--- src/rtl/dualCodeFmtPkg.sv ---
package dualCodeFmtPkg;
  typedef struct packed {
    logic takeSample;
    logic phaseHi;
    logic singleBus;
    logic fastClk;
    logic driveA;
    logic driveB;
  } fmtCtl_t;
endpackage

--- src/rtl/fmtDelayLine.sv ---
module fmtDelayLine #(
  parameter int W     = 10,
  parameter int DEPTH = 10,
  localparam int IDX_W = $clog2(DEPTH)
) (
  input  logic             clk,
  input  logic             rstN,
  input  logic             load,
  input  logic [W-1:0]     din,
  input  logic [IDX_W-1:0] tapSel,
  output logic [W-1:0]     tap
);
  logic [W-1:0] stage [DEPTH];

  // stage[0] captures on the sample strobe; later stages shift every edge
  always_ff @(posedge clk) begin
    if (!rstN) begin
      for (int i = 0; i < DEPTH; i++) stage[i] <= '0;
    end else begin
      if (load) stage[0] <= din;
      for (int i = 1; i < DEPTH; i++) stage[i] <= stage[i-1];
    end
  end

  assign tap = stage[tapSel];
endmodule

--- src/rtl/dualCodeFmtCtrl.sv ---
module dualCodeFmtCtrl
  import dualCodeFmtPkg::*;
(
  input  logic    clk,
  input  logic    rstN,
  input  logic    modeSel,
  input  logic    singleBus,
  input  logic    outEnN,
  input  logic    standby,
  output fmtCtl_t ctl,
  output logic    latchClk,
  output logic    latchClkN,
  output logic    latchEn
);
  logic phase;
  logic latchDiv;
  logic fastClk;
  logic takeSample;
  logic latchLvl;
  logic driveOn;

  assign fastClk    = !(modeSel && !singleBus);
  assign takeSample = fastClk ? !phase : 1'b1;

  always_ff @(posedge clk) begin
    if (!rstN) phase <= 1'b0;
    else       phase <= ~phase;
  end

  always_ff @(posedge clk) begin
    if (!rstN)          latchDiv <= 1'b0;
    else if (takeSample) latchDiv <= ~latchDiv;
  end

  // fast latch clock marks the channel on the shared bus
  assign latchLvl = (modeSel && singleBus) ? phase : latchDiv;
  assign driveOn  = !outEnN && !standby;

  assign latchEn   = driveOn;
  assign latchClk  = driveOn &  latchLvl;
  assign latchClkN = driveOn & ~latchLvl;

  always_comb begin
    ctl.takeSample = takeSample;
    ctl.phaseHi    = phase;
    ctl.singleBus  = singleBus;
    ctl.fastClk    = fastClk;
    ctl.driveA     = driveOn;
    ctl.driveB     = driveOn && !singleBus;
  end
endmodule

--- src/rtl/dualCodeFmtPath.sv ---
module dualCodeFmtPath
  import dualCodeFmtPkg::*;
#(
  parameter int CODE_W   = 10,
  parameter int LAT_FAST = 8,
  parameter int LAT_SLOW = 4,
  parameter int B_LAG    = 1
) (
  input  logic              clk,
  input  logic              rstN,
  input  fmtCtl_t           ctl,
  input  logic [CODE_W-1:0] codeA,
  input  logic [CODE_W-1:0] codeB,
  output logic [CODE_W-1:0] busA,
  output logic [CODE_W-1:0] busB
);
  localparam int DEPTH = LAT_FAST + B_LAG + 1;
  localparam int IDX_W = $clog2(DEPTH);
  localparam int NCH   = 2;

  logic [IDX_W-1:0] latA;
  logic [IDX_W-1:0] latB;
  logic [NCH-1:0][CODE_W-1:0] chIn;
  logic [NCH-1:0][CODE_W-1:0] chTap;
  logic [NCH-1:0][IDX_W-1:0]  chSel;
  logic [CODE_W-1:0] aWord;

  always_comb begin
    latA = ctl.fastClk ? IDX_W'(LAT_FAST) : IDX_W'(LAT_SLOW);
    latB = ctl.singleBus ? latA + IDX_W'(B_LAG) : latA;
  end

  assign chIn  = {codeB, codeA};
  assign chSel = {latB, latA};

  generate
    for (genvar c = 0; c < NCH; c++) begin : g_ch
      fmtDelayLine #(.W(CODE_W), .DEPTH(DEPTH)) u_line (
        .clk    (clk),
        .rstN   (rstN),
        .load   (ctl.takeSample),
        .din    (chIn[c]),
        .tapSel (chSel[c]),
        .tap    (chTap[c])
      );
    end
  endgenerate

  // shared bus: A word while phase is high, B word (one cycle later) otherwise
  assign aWord = ctl.singleBus ? (ctl.phaseHi ? chTap[0] : chTap[1]) : chTap[0];
  assign busA  = ctl.driveA ? aWord    : '0;
  assign busB  = ctl.driveB ? chTap[1] : '0;
endmodule

--- src/rtl/dualCodeFmt.sv ---
module dualCodeFmt
  import dualCodeFmtPkg::*;
#(
  parameter int CODE_W   = 10,
  parameter int LAT_FAST = 8,
  parameter int LAT_SLOW = 4,
  parameter int B_LAG    = 1
) (
  input  logic              clk,
  input  logic              rstN,
  input  logic              modeSel,
  input  logic              singleBus,
  input  logic              outEnN,
  input  logic              standby,
  input  logic [CODE_W-1:0] codeA,
  input  logic [CODE_W-1:0] codeB,
  output logic [CODE_W-1:0] busA,
  output logic              busAEn,
  output logic [CODE_W-1:0] busB,
  output logic              busBEn,
  output logic              latchClk,
  output logic              latchClkN,
  output logic              latchEn
);
  fmtCtl_t ctl;

  dualCodeFmtCtrl u_ctrl (
    .clk       (clk),
    .rstN      (rstN),
    .modeSel   (modeSel),
    .singleBus (singleBus),
    .outEnN    (outEnN),
    .standby   (standby),
    .ctl       (ctl),
    .latchClk  (latchClk),
    .latchClkN (latchClkN),
    .latchEn   (latchEn)
  );

  dualCodeFmtPath #(
    .CODE_W   (CODE_W),
    .LAT_FAST (LAT_FAST),
    .LAT_SLOW (LAT_SLOW),
    .B_LAG    (B_LAG)
  ) u_path (
    .clk   (clk),
    .rstN  (rstN),
    .ctl   (ctl),
    .codeA (codeA),
    .codeB (codeB),
    .busA  (busA),
    .busB  (busB)
  );

  assign busAEn = ctl.driveA;
  assign busBEn = ctl.driveB;
endmodule

--- config.mk ---
export PLATFORM = sky130hd
export DESIGN_NAME = dualCodeFmt
export DESIGN_NICKNAME = d
export VERILOG_FILES = /design/src/rtl/dualCodeFmtPkg.sv /design/src/rtl/fmtDelayLine.sv /design/src/rtl/dualCodeFmtCtrl.sv /design/src/rtl/dualCodeFmtPath.sv /design/src/rtl/dualCodeFmt.sv
export SDC_FILE = /design/constraint.sdc
export NUM_CORES = 1
export LEC_CHECK = 0
export ABC_AREA = 1
export BUFFER_PORTS_ARGS = -buffer_cell sky130_fd_sc_hd__buf_2
export CELL_PAD_IN_SITES_DETAIL_PLACEMENT = 2
export CELL_PAD_IN_SITES_GLOBAL_PLACEMENT = 2
export CORE_UTILIZATION = 35
export CTS_CLUSTER_SIZE = 25
export DETAILED_ROUTE_END_ITERATION = 8
export GPL_TIMING_DRIVEN = 0
export MAX_ROUTING_LAYER = met4
export PLACE_DENSITY_LB_ADDON = 0.05
export SETUP_SLACK_MARGIN = 0.05
export SYNTH_ARGS = -nofsm -noshare
export SYNTH_HDL_FRONTEND = slang
export SYNTH_SLANG_ARGS = --single-unit
--- constraint.sdc ---
create_clock -name clk -period 1.3 [get_ports clk]
set_clock_uncertainty 0.1 [all_clocks]
set_input_delay 0.195 -clock clk [delete_from_list [all_inputs] [get_ports clk]]
set_output_delay 0.195 -clock clk [all_outputs]
set_load 0.03 [all_outputs]
==> impl_metrics.toml, run 1 <==
[status]
status = "complete, but fails checks"
violations = "DRC, setup timing"

[critical_path]
r2r_cells = 5
regToRegStartpoint = "u_ctrl.phase"
reg2reg_slack_ns = 0.19
critPathKind = "reg2out"
startpoint_type = "flop"
rr_endpoint = "u_path.g_ch[1].u_line.stage[0][4]"
critPathArrivalTime_ns = 1.42
startpoint = "u_ctrl.phase"
endpoint = "busA[4]"
required_ns = 1.00
end_kind = "primary output"
crit_fanout = 5

[layout]
drive_gt1_frac = 0.347
antennaDiodeCount = 0
area_delta_synth_final_pct = 30.0
fill_cells = 1963
num-nets-final = 890
fin_area_um2 = 8520
final_cell_count_no_fill = 1105

[drt]
wl_per_cell_um = 14.3
post_drt_via_cell_ratio = 4.23
postRouteAntennaNets = 0
detail_route.drc_violations = 5
dr.pass1.iters = 6
drt_wl_total_um = 15800
vias = 4673
drtIter0Drc = 118

[synth]
netlist_instances = 766
synthArstFlopShare = 0
synthDistinctLibCells = 21
syn_avg_cell_area_um2 = 8.55
synth-edff-count = 0
synth_ff_type = "dfxtp_1"
ys_top_cells_by_area = "dfxtp_1 59%, nand2_1 13%, inv_1 11%"
synthesis.nets = 792
synth_top_area_share = 0.587
ys_warn_count = 0
netlist_area_um2 = 6550
ys_seq_elements = 192
synth_common_cells = "224 x nand2_1, 192 x dfxtp_1, 191 x inv_1"
synth.most_common_cell = "nand2_1"
yosysTopAreaCell = "dfxtp_1"
yosysSeqAreaShare = 0.587

[floorplan]
initial_core_util = 0.361
core_region_area_um2 = 18100
die-area_um2 = 19300
die_w_um = 139
die_h_um = 139
fp-row-count = 49
pin_count = 51

[global_routing]
grt_pass1_wl_um = 26300
grt_remaining_overflow = 0
track_usage = 0.182
antenna_found_initial = 0
grt_max_degree = 17
grt_pass1_vias = 5192

[cts]
cts_made_buffers = 17
clk_pin_slew_ns = 0.07
clockRootBuffer = "clkbuf_16"
htree_levels = 4
cts_tree = "built"
cts.sinks = 192
worstSkewPairLatency_ns = 0.42
cts_buffer_depth = 2

[power]
vdd_drop_max_mv = 0.857
cellLeakagePower_uw = 0.00478
p_per_area_nw_per_um2 = 1440

[timing]
timing.final.ws_setup_ns = -0.414
worst_slew_pin_slew_ns = 0.431
layout_worst_path_cycle_share = 1.32
finalHoldViolations = 0
drv_slew = 0
rsz0062_at_grt = "true"
setup_viol = 22
maxSlewHeadroom = 0.712
finalCriticalPeriod_ns = 1.71
max_freq_ghz = 0.583

[hold_path]
hp-start = "rstN"
hold_depth = 3
hold_class = "in2reg"

[placed_design]
port_buffers = 49
dpl.hpwl_um = 10800
gp_congestion = 0.763
postPlaceCellArea_um2 = 7140
dp_cells = 1044

[flow_run]
maxCapViolations = 0
[per-layer routing]
layer / up-vias / part of all wire / track usage
li1: 2378 / - / -
met1: 2221 / 0.44 / 0.205
met2: 61 / 0.53 / 0.325
met3: 13 / 0.025 / 0.0390
met4: 0 / 0.0090 / 0.0509
met5: - / 0 / -
[where the power goes]
group,internal [uW],total [uW],switching (uW)
combinational,359,902,544
clock,3090,5340,2250
sequential,6000,6040,38.8
total,9450,12300,2840
[registers in the layout (all words and copies together) (netlist names)]
signal,count
u_path.g_ch.u_line.stage,190
u_ctrl.latchDiv,1
u_ctrl.phase,1
[metrics by stage]
step	total power, uW	hold slack, ns	setup WS (ns)	TNS, ns	util
2_1_floorplan	6660	0.231	-0.0522	-0.522	-
3_3_place_gp	6850	0.290	-0.400	-6.64	0.393
3_5_place_dp	6880	0.299	-0.416	-7.07	0.393
4_1_cts	12400	0.0691	-0.448	-7.70	0.463
5_1_grt	12800	0.0854	-0.494	-8.63	0.469
6_report	12300	0.0661	-0.414	-7.03	0.469
[how the worst min path moves through the flow]
stage / end
floorplan: u_path.g_ch[0].u_line.stage[0][0]
global placement: u_path.g_ch[1].u_line.stage[6][7]
detailed placement: u_path.g_ch[1].u_line.stage[6][4]
CTS: u_path.g_ch[1].u_line.stage[1][0]
global route: u_path.g_ch[1].u_line.stage[1][0]
finish: u_path.g_ch[1].u_line.stage[1][0]
[logic make-up (layout without fill, tap and decap cells)]
kind of cell    after synthesis  in the layout  synth area share
flops                       192            192             0.587
simple gates                310            310             0.228
compound gates               33             33            0.0367
buf+inv                     231            341             0.149
[layout by cell type, fill, tap and decap left out, types with 2 or more instances in the layout]
master / netlist / final
o21ai_1: 3 / 2
buf_6: 4 / 33
inv_6: 0 / 2
nor2_4: 0 / 18
clkinv_2: 0 / 3
nand3_4: 0 / 3
inv_2: 4 / 17
dlygate4sd3_1: 0 / 20
nand2_4: 2 / 4
o21ai_2: 19 / 19
buf_2: 25 / 46
buf_12: 2 / 4
nor2_2: 11 / 3
clkbuf_16: 0 / 17
nand2_1: 224 / 189
inv_1: 191 / 175
bufinv_16: 0 / 3
clkinv_4: 0 / 3
inv_4: 0 / 2
a21oi_2: 1 / 9
dfxtp_2: 0 / 19
nand3_1: 11 / 11
a21oi_4: 0 / 2
dfxtp_1: 192 / 172
clkbuf_1: 1 / 2
nand2_2: 10 / 43
nand3_2: 39 / 36
buf_4: 4 / 9
[worst max-delay path: stages (launching register included)]
cell	delay, ns
dfxtp_4	0.35
inv_4	0.06
nand2_4	0.07
buf_6	0.15
nand3_2	0.06
nand2_2	0.07
nor2_4	0.11
buf_6	0.13
[layout make-up]
type / instances / area [um2] / share of cell area
buffer: 36 / 285 / 0.0335
clock buffer: 19 / 443 / 0.0520
clock inverter: 12 / 159 / 0.0187
inverter: 195 / 742 / 0.0871
multi-input combinational: 343 / 2040 / 0.239
sequential: 192 / 3870 / 0.455
tap: 229 / 287 / 0.0336
timing repair buffer: 79 / 691 / 0.0811
[timing repair]
action                                  in CTS  in global routing
hold endpoints to repair                    20                  0
resized for setup                          133                 49
gates cloned                                 2                  0
hold buffers                                20                  0
pin swaps                                   13                 20
buffers inserted                             7                  2
endpoints found under the setup margin      25                 25
No activity file was read; power rests on OpenSTA's default activity.
==> inputs of run 2 (changes only) <==
CORE_UTILIZATION = 32   (was 35)
MAX_ROUTING_LAYER = not set   (was met4)
==> impl_metrics.toml, run 2 (synthesized netlist as in run 1, its figures left out) <==
[power]
power.switching_uw = 2970
vdd_drop_max_mv = 0.925
cellLeakagePower_uw = 0.00486
intPower_uw = 9500
p_sw_frac = 0.238
clkPwrFrac = 0.438
p_per_area_nw_per_um2 = 1430
pwr-share-seq = 0.484
power_frac_comb = 0.078

[placed_design]
gp_congestion = 0.705
dpl.hpwl_um = 10900
port_buffers = 49
postPlaceCellArea_um2 = 7180

[timing]
setup_viol = 22
maxSlewHeadroom = 0.707
rsz0062_at_grt = "true"
max_freq_ghz = 0.561
hold_ws_ns = 0.0696
timing.final.ws_setup_ns = -0.481
finalCriticalPeriod_ns = 1.78
drv_slew = 0
worst_slew_pin_slew_ns = 0.439
setup_tns_ns = -7.72
finalHoldViolations = 0
layout_worst_path_cycle_share = 1.37

[floorplan]
die-area_um2 = 21100
die_h_um = 145
core_region_area_um2 = 19800
initial_core_util = 0.331
die_w_um = 145
pin_count = 51
fp-row-count = 51

[hold_path]
hold_depth = 3
worstHoldEndpoint = "u_path.g_ch[0].u_line.stage[1][8]"
hp-start = "rstN"
hold_class = "in2reg"

[status]
violations = "setup timing"
status = "complete, but fails checks"

[critical_path]
critPathKind = "reg2out"
r2r_cells = 5
startpoint_type = "flop"
regToRegStartpoint = "u_ctrl.phase"
critPathArrivalTime_ns = 1.49
reg2reg_slack_ns = 0.17
crit_fanout = 5
rr_endpoint = "u_path.g_ch[0].u_line.stage[0][9]"
end_kind = "primary output"
required_ns = 1.00

[layout]
antennaDiodeCount = 0
layout_commonest_cell = "nand2_1"
fill_cells = 2161
num-nets-final = 892
fin_area_um2 = 8710
largest_reg_flops = 190
final_cell_mix = "193 x nand2_1, 179 x inv_1, 176 x dfxtp_1"
drive_gt1_frac = 0.337
top_regs = "u_path.g_ch.u_line.stage x190, u_ctrl.latchDiv x1, u_ctrl.phase x1"
largest-register = "u_path.g_ch.u_line.stage"
area_delta_synth_final_pct = 33.0

[drt]
dr.pass1.iters = 4
drt_wl_total_um = 16300
wl_per_cell_um = 14.3
postRouteAntennaNets = 0
detail_route.drc_violations = 0
post_drt_via_cell_ratio = 4.18
vias = 4781
drtIter0Drc = 108

[cts]
cts.sinks = 192
cts_tree = "built"
cts_buffer_depth = 2
cts_made_buffers = 17
clk_pin_slew_ns = 0.07
clockRootBuffer = "clkbuf_16"
htree_levels = 4
worstSkewPairLatency_ns = 0.43

[global_routing]
antenna_found_initial = 0
grt_pass1_wl_um = 26900
grt_max_degree = 18
track_usage = 0.167
grt_remaining_overflow = 0
grt_pass1_vias = 5258

[flow_run]
maxCapViolations = 0
run 2: critical path, stage by stage (launching register included):
cell     delay [ns]
dfxtp_4        0.36
inv_6          0.08
nand2_8        0.07
buf_12         0.15
nand3_2        0.07
nand2_2        0.07
nor2_4         0.10
buf_6          0.14
run 2: metrics by stage:
| step | std cells | setup slack, ns | power [uW] | util |
|---|---|---|---|---|
| after global routing | 1144 | -0.548 | 13000 | 0.440 |
| after global placement | 1080 | -0.442 | 6870 | 0.363 |
| after floorplan | 766 | -0.0522 | 6660 | - |
| after CTS | 1141 | -0.497 | 12600 | 0.433 |
| final | 1144 | -0.481 | 12500 | 0.440 |
| after detailed placement | 1080 | -0.452 | 6910 | 0.363 |
run 2: area by class of cell:
class | count | area, um2 | share of cell area
plain buffers | 36 | 298 | 0.0342
well taps | 265 | 332 | 0.0381
clock buffers | 18 | 439 | 0.0504
inverters | 195 | 744 | 0.0854
flip-flops and latches | 192 | 3870 | 0.444
clock inverters | 14 | 180 | 0.0207
multi-input cells | 343 | 2100 | 0.241
repair buffers | 81 | 751 | 0.0862
run 2: power groups by stage:
stage               combinational, uW  sequential (uW)  clock [uW]
floorplan                         500             6160           0
global placement                  706             6170           0
detailed placement                731             6180           0
CTS                               954             6040        5610
global route                     1060             6050        5890
finish                            971             6040        5470
run 2: metal layers:
metal / GRT usage / vias to the layer above / wire length (um)
met5: 0 / - / 0
met4: 0.0589 / 0 / 258
li1: - / 2384 / -
met2: 0.306 / 63 / 8660
met3: 0.0308 / 24 / 354
met1: 0.193 / 2310 / 7050
run 2: how the worst max path moves through the flow:
stage          depth (start not counted)  endpoint    startpoint
2_1_floorplan                          5   busB[0]     singleBus
3_3_place_gp                           9   busA[8]     singleBus
3_5_place_dp                           9   busA[3]     singleBus
4_1_cts                                7   busA[4]  u_ctrl.phase
5_1_grt                                7   busA[2]  u_ctrl.phase
6_report                               7   busA[2]  u_ctrl.phase
run 2: what timing repair did:
action | CTS | global route
gates resized for setup | 152 | 34
pin swaps | 22 | 26
hold buffers | 20 | 0
setup buffers | 7 | 3
endpoints found under the hold margin | 20 | 0
setup endpoints to repair | 25 | 25
cloned | 2 | 0
==> inputs of run 3 (changes only) <==
CORE_UTILIZATION = 36   (was 32)
==> impl_metrics.toml, run 3 (synthesized netlist as in run 1, its figures left out) <==
[global_routing]
track_usage = 0.197
antenna_found_initial = 0
grt_max_degree = 17
grt_remaining_overflow = 0
grt_pass1_wl_um = 27300
grt_pass1_vias = 5351

[timing]
max_freq_ghz = 0.576
maxSlewHeadroom = 0.693
finalHoldViolations = 0
hold_ws_ns = 0.0675
rsz0062_at_grt = "true"
setup_viol = 22
timing.final.ws_setup_ns = -0.437
layout_worst_path_cycle_share = 1.34
worst_slew_pin_slew_ns = 0.461
finalCriticalPeriod_ns = 1.74
drv_slew = 0

[cts]
cts_made_buffers = 17
cts.sinks = 192
clk_pin_slew_ns = 0.07
clockRootBuffer = "clkbuf_16"
worstSkewPairLatency_ns = 0.43
cts_buffer_depth = 2
cts_tree = "built"
htree_levels = 4

[drt]
vias = 4762
dr.pass1.iters = 4
postRouteAntennaNets = 0
drt_wl_total_um = 17000
wl_per_cell_um = 15.3
detail_route.drc_violations = 0
post_drt_via_cell_ratio = 4.31
drtIter0Drc = 158

[placed_design]
gp_congestion = 0.722
dp_cells = 1040
port_buffers = 49
dpl.hpwl_um = 10800

[flow_run]
maxCapViolations = 0

[critical_path]
crit_fanout = 5
startpoint = "u_ctrl.phase"
rr_endpoint = "u_path.g_ch[0].u_line.stage[0][8]"
end_kind = "primary output"
critPathArrivalTime_ns = 1.44
startpoint_type = "flop"
reg2reg_slack_ns = 0.05
regToRegStartpoint = "u_ctrl.phase"
required_ns = 1.00
r2r_cells = 6
critPathKind = "reg2out"

[power]
p_per_area_nw_per_um2 = 1490
vdd_drop_max_mv = 0.975
cellLeakagePower_uw = 0.00484

[hold_path]
hold_depth = 3
hp-start = "rstN"
worstHoldEndpoint = "u_path.g_ch[1].u_line.stage[1][0]"
hold_class = "in2reg"

[floorplan]
die_h_um = 137
die_w_um = 137
core_region_area_um2 = 17500
die-area_um2 = 18700
pin_count = 51
initial_core_util = 0.374
fp-row-count = 48

[layout]
final_cell_count_no_fill = 1105
num-nets-final = 894
largest_reg_flops = 190
antennaDiodeCount = 0
layout_commonest_cell = "nand2_1"
final_cell_mix = "192 x nand2_1, 178 x inv_1, 176 x dfxtp_1"
area_delta_synth_final_pct = 31.5
drive_gt1_frac = 0.336
top_regs = "u_path.g_ch.u_line.stage x190, u_ctrl.latchDiv x1, u_ctrl.phase x1"
largest-register = "u_path.g_ch.u_line.stage"

[status]
status = "complete, but fails checks"
violations = "setup timing"
[run 3: cell count changes in the layout (fill, tap and decap cells not counted), sizes merged]
cell,before,now
buf,95,97
bufinv,3,6
clkbuf,20,23
clkinv,5,4
clkinvlp,3,0
inv,198,195
[run 3: through the flow]
step | cell area [um2] | total power (uW) | worst slack, ns | util | TNS (ns)
final | 8620 | 12800 | -0.437 | 0.492 | -7.32
after global routing | 8620 | 13300 | -0.499 | 0.492 | -8.83
after CTS | 8490 | 12900 | -0.461 | 0.484 | -7.94
after detailed placement | 7130 | 6890 | -0.430 | 0.407 | -7.20
after global placement | 7130 | 6850 | -0.406 | 0.407 | -6.82
after floorplan | 6610 | 6660 | -0.0522 | - | -0.522
[run 3: worst max-delay path by stage]
stage	to	slack, ns
global route	busA[8]	-0.50
finish	busA[8]	-0.44
floorplan	busB[0]	-0.05
global placement	busB[8]	-0.41
detailed placement	busB[8]	-0.43
CTS	busA[2]	-0.46
[run 3: area by class of cell]
cell class	instances	area, um2
inverters	195	744
multi-input cells	343	2010
well taps	225	282
flip-flops and latches	192	3870
fillers	1868	8920
repair buffers	83	767
clock buffers	21	450
clock inverters	10	208
plain buffers	36	293
[run 3: report_power, final]
group          internal (uW)  switching, uW  leakage [uW]
clock                   3650           2180      0.000321
sequential              6000           42.1       0.00157
combinational            377            559       0.00296
[run 3: worst max-delay path: stages, from the launching register on]
cell,delay [ns]
dfxtp_4,0.35
inv_4,0.07
nand2_4,0.07
buf_6,0.14
nand3_2,0.07
nand2_2,0.07
nor2_4,0.10
buf_6,0.14
[run 3: layer usage]
metal | up-vias | routed length, um | GRT usage
li1 | 2376 | - | -
met1 | 2307 | 7330 | 0.227
met2 | 63 | 9070 | 0.366
met5 | - | 0 | 0
met4 | 0 | 197 | 0.0549
met3 | 16 | 350 | 0.0389
[run 3: repair_timing]
item	CTS	global route
cloned	3	0
endpoints found under the hold margin	20	0
hold buffers	20	0
gates resized for setup	134	40
setup buffers	9	2
pin swaps	17	20
setup endpoints to repair	25	25
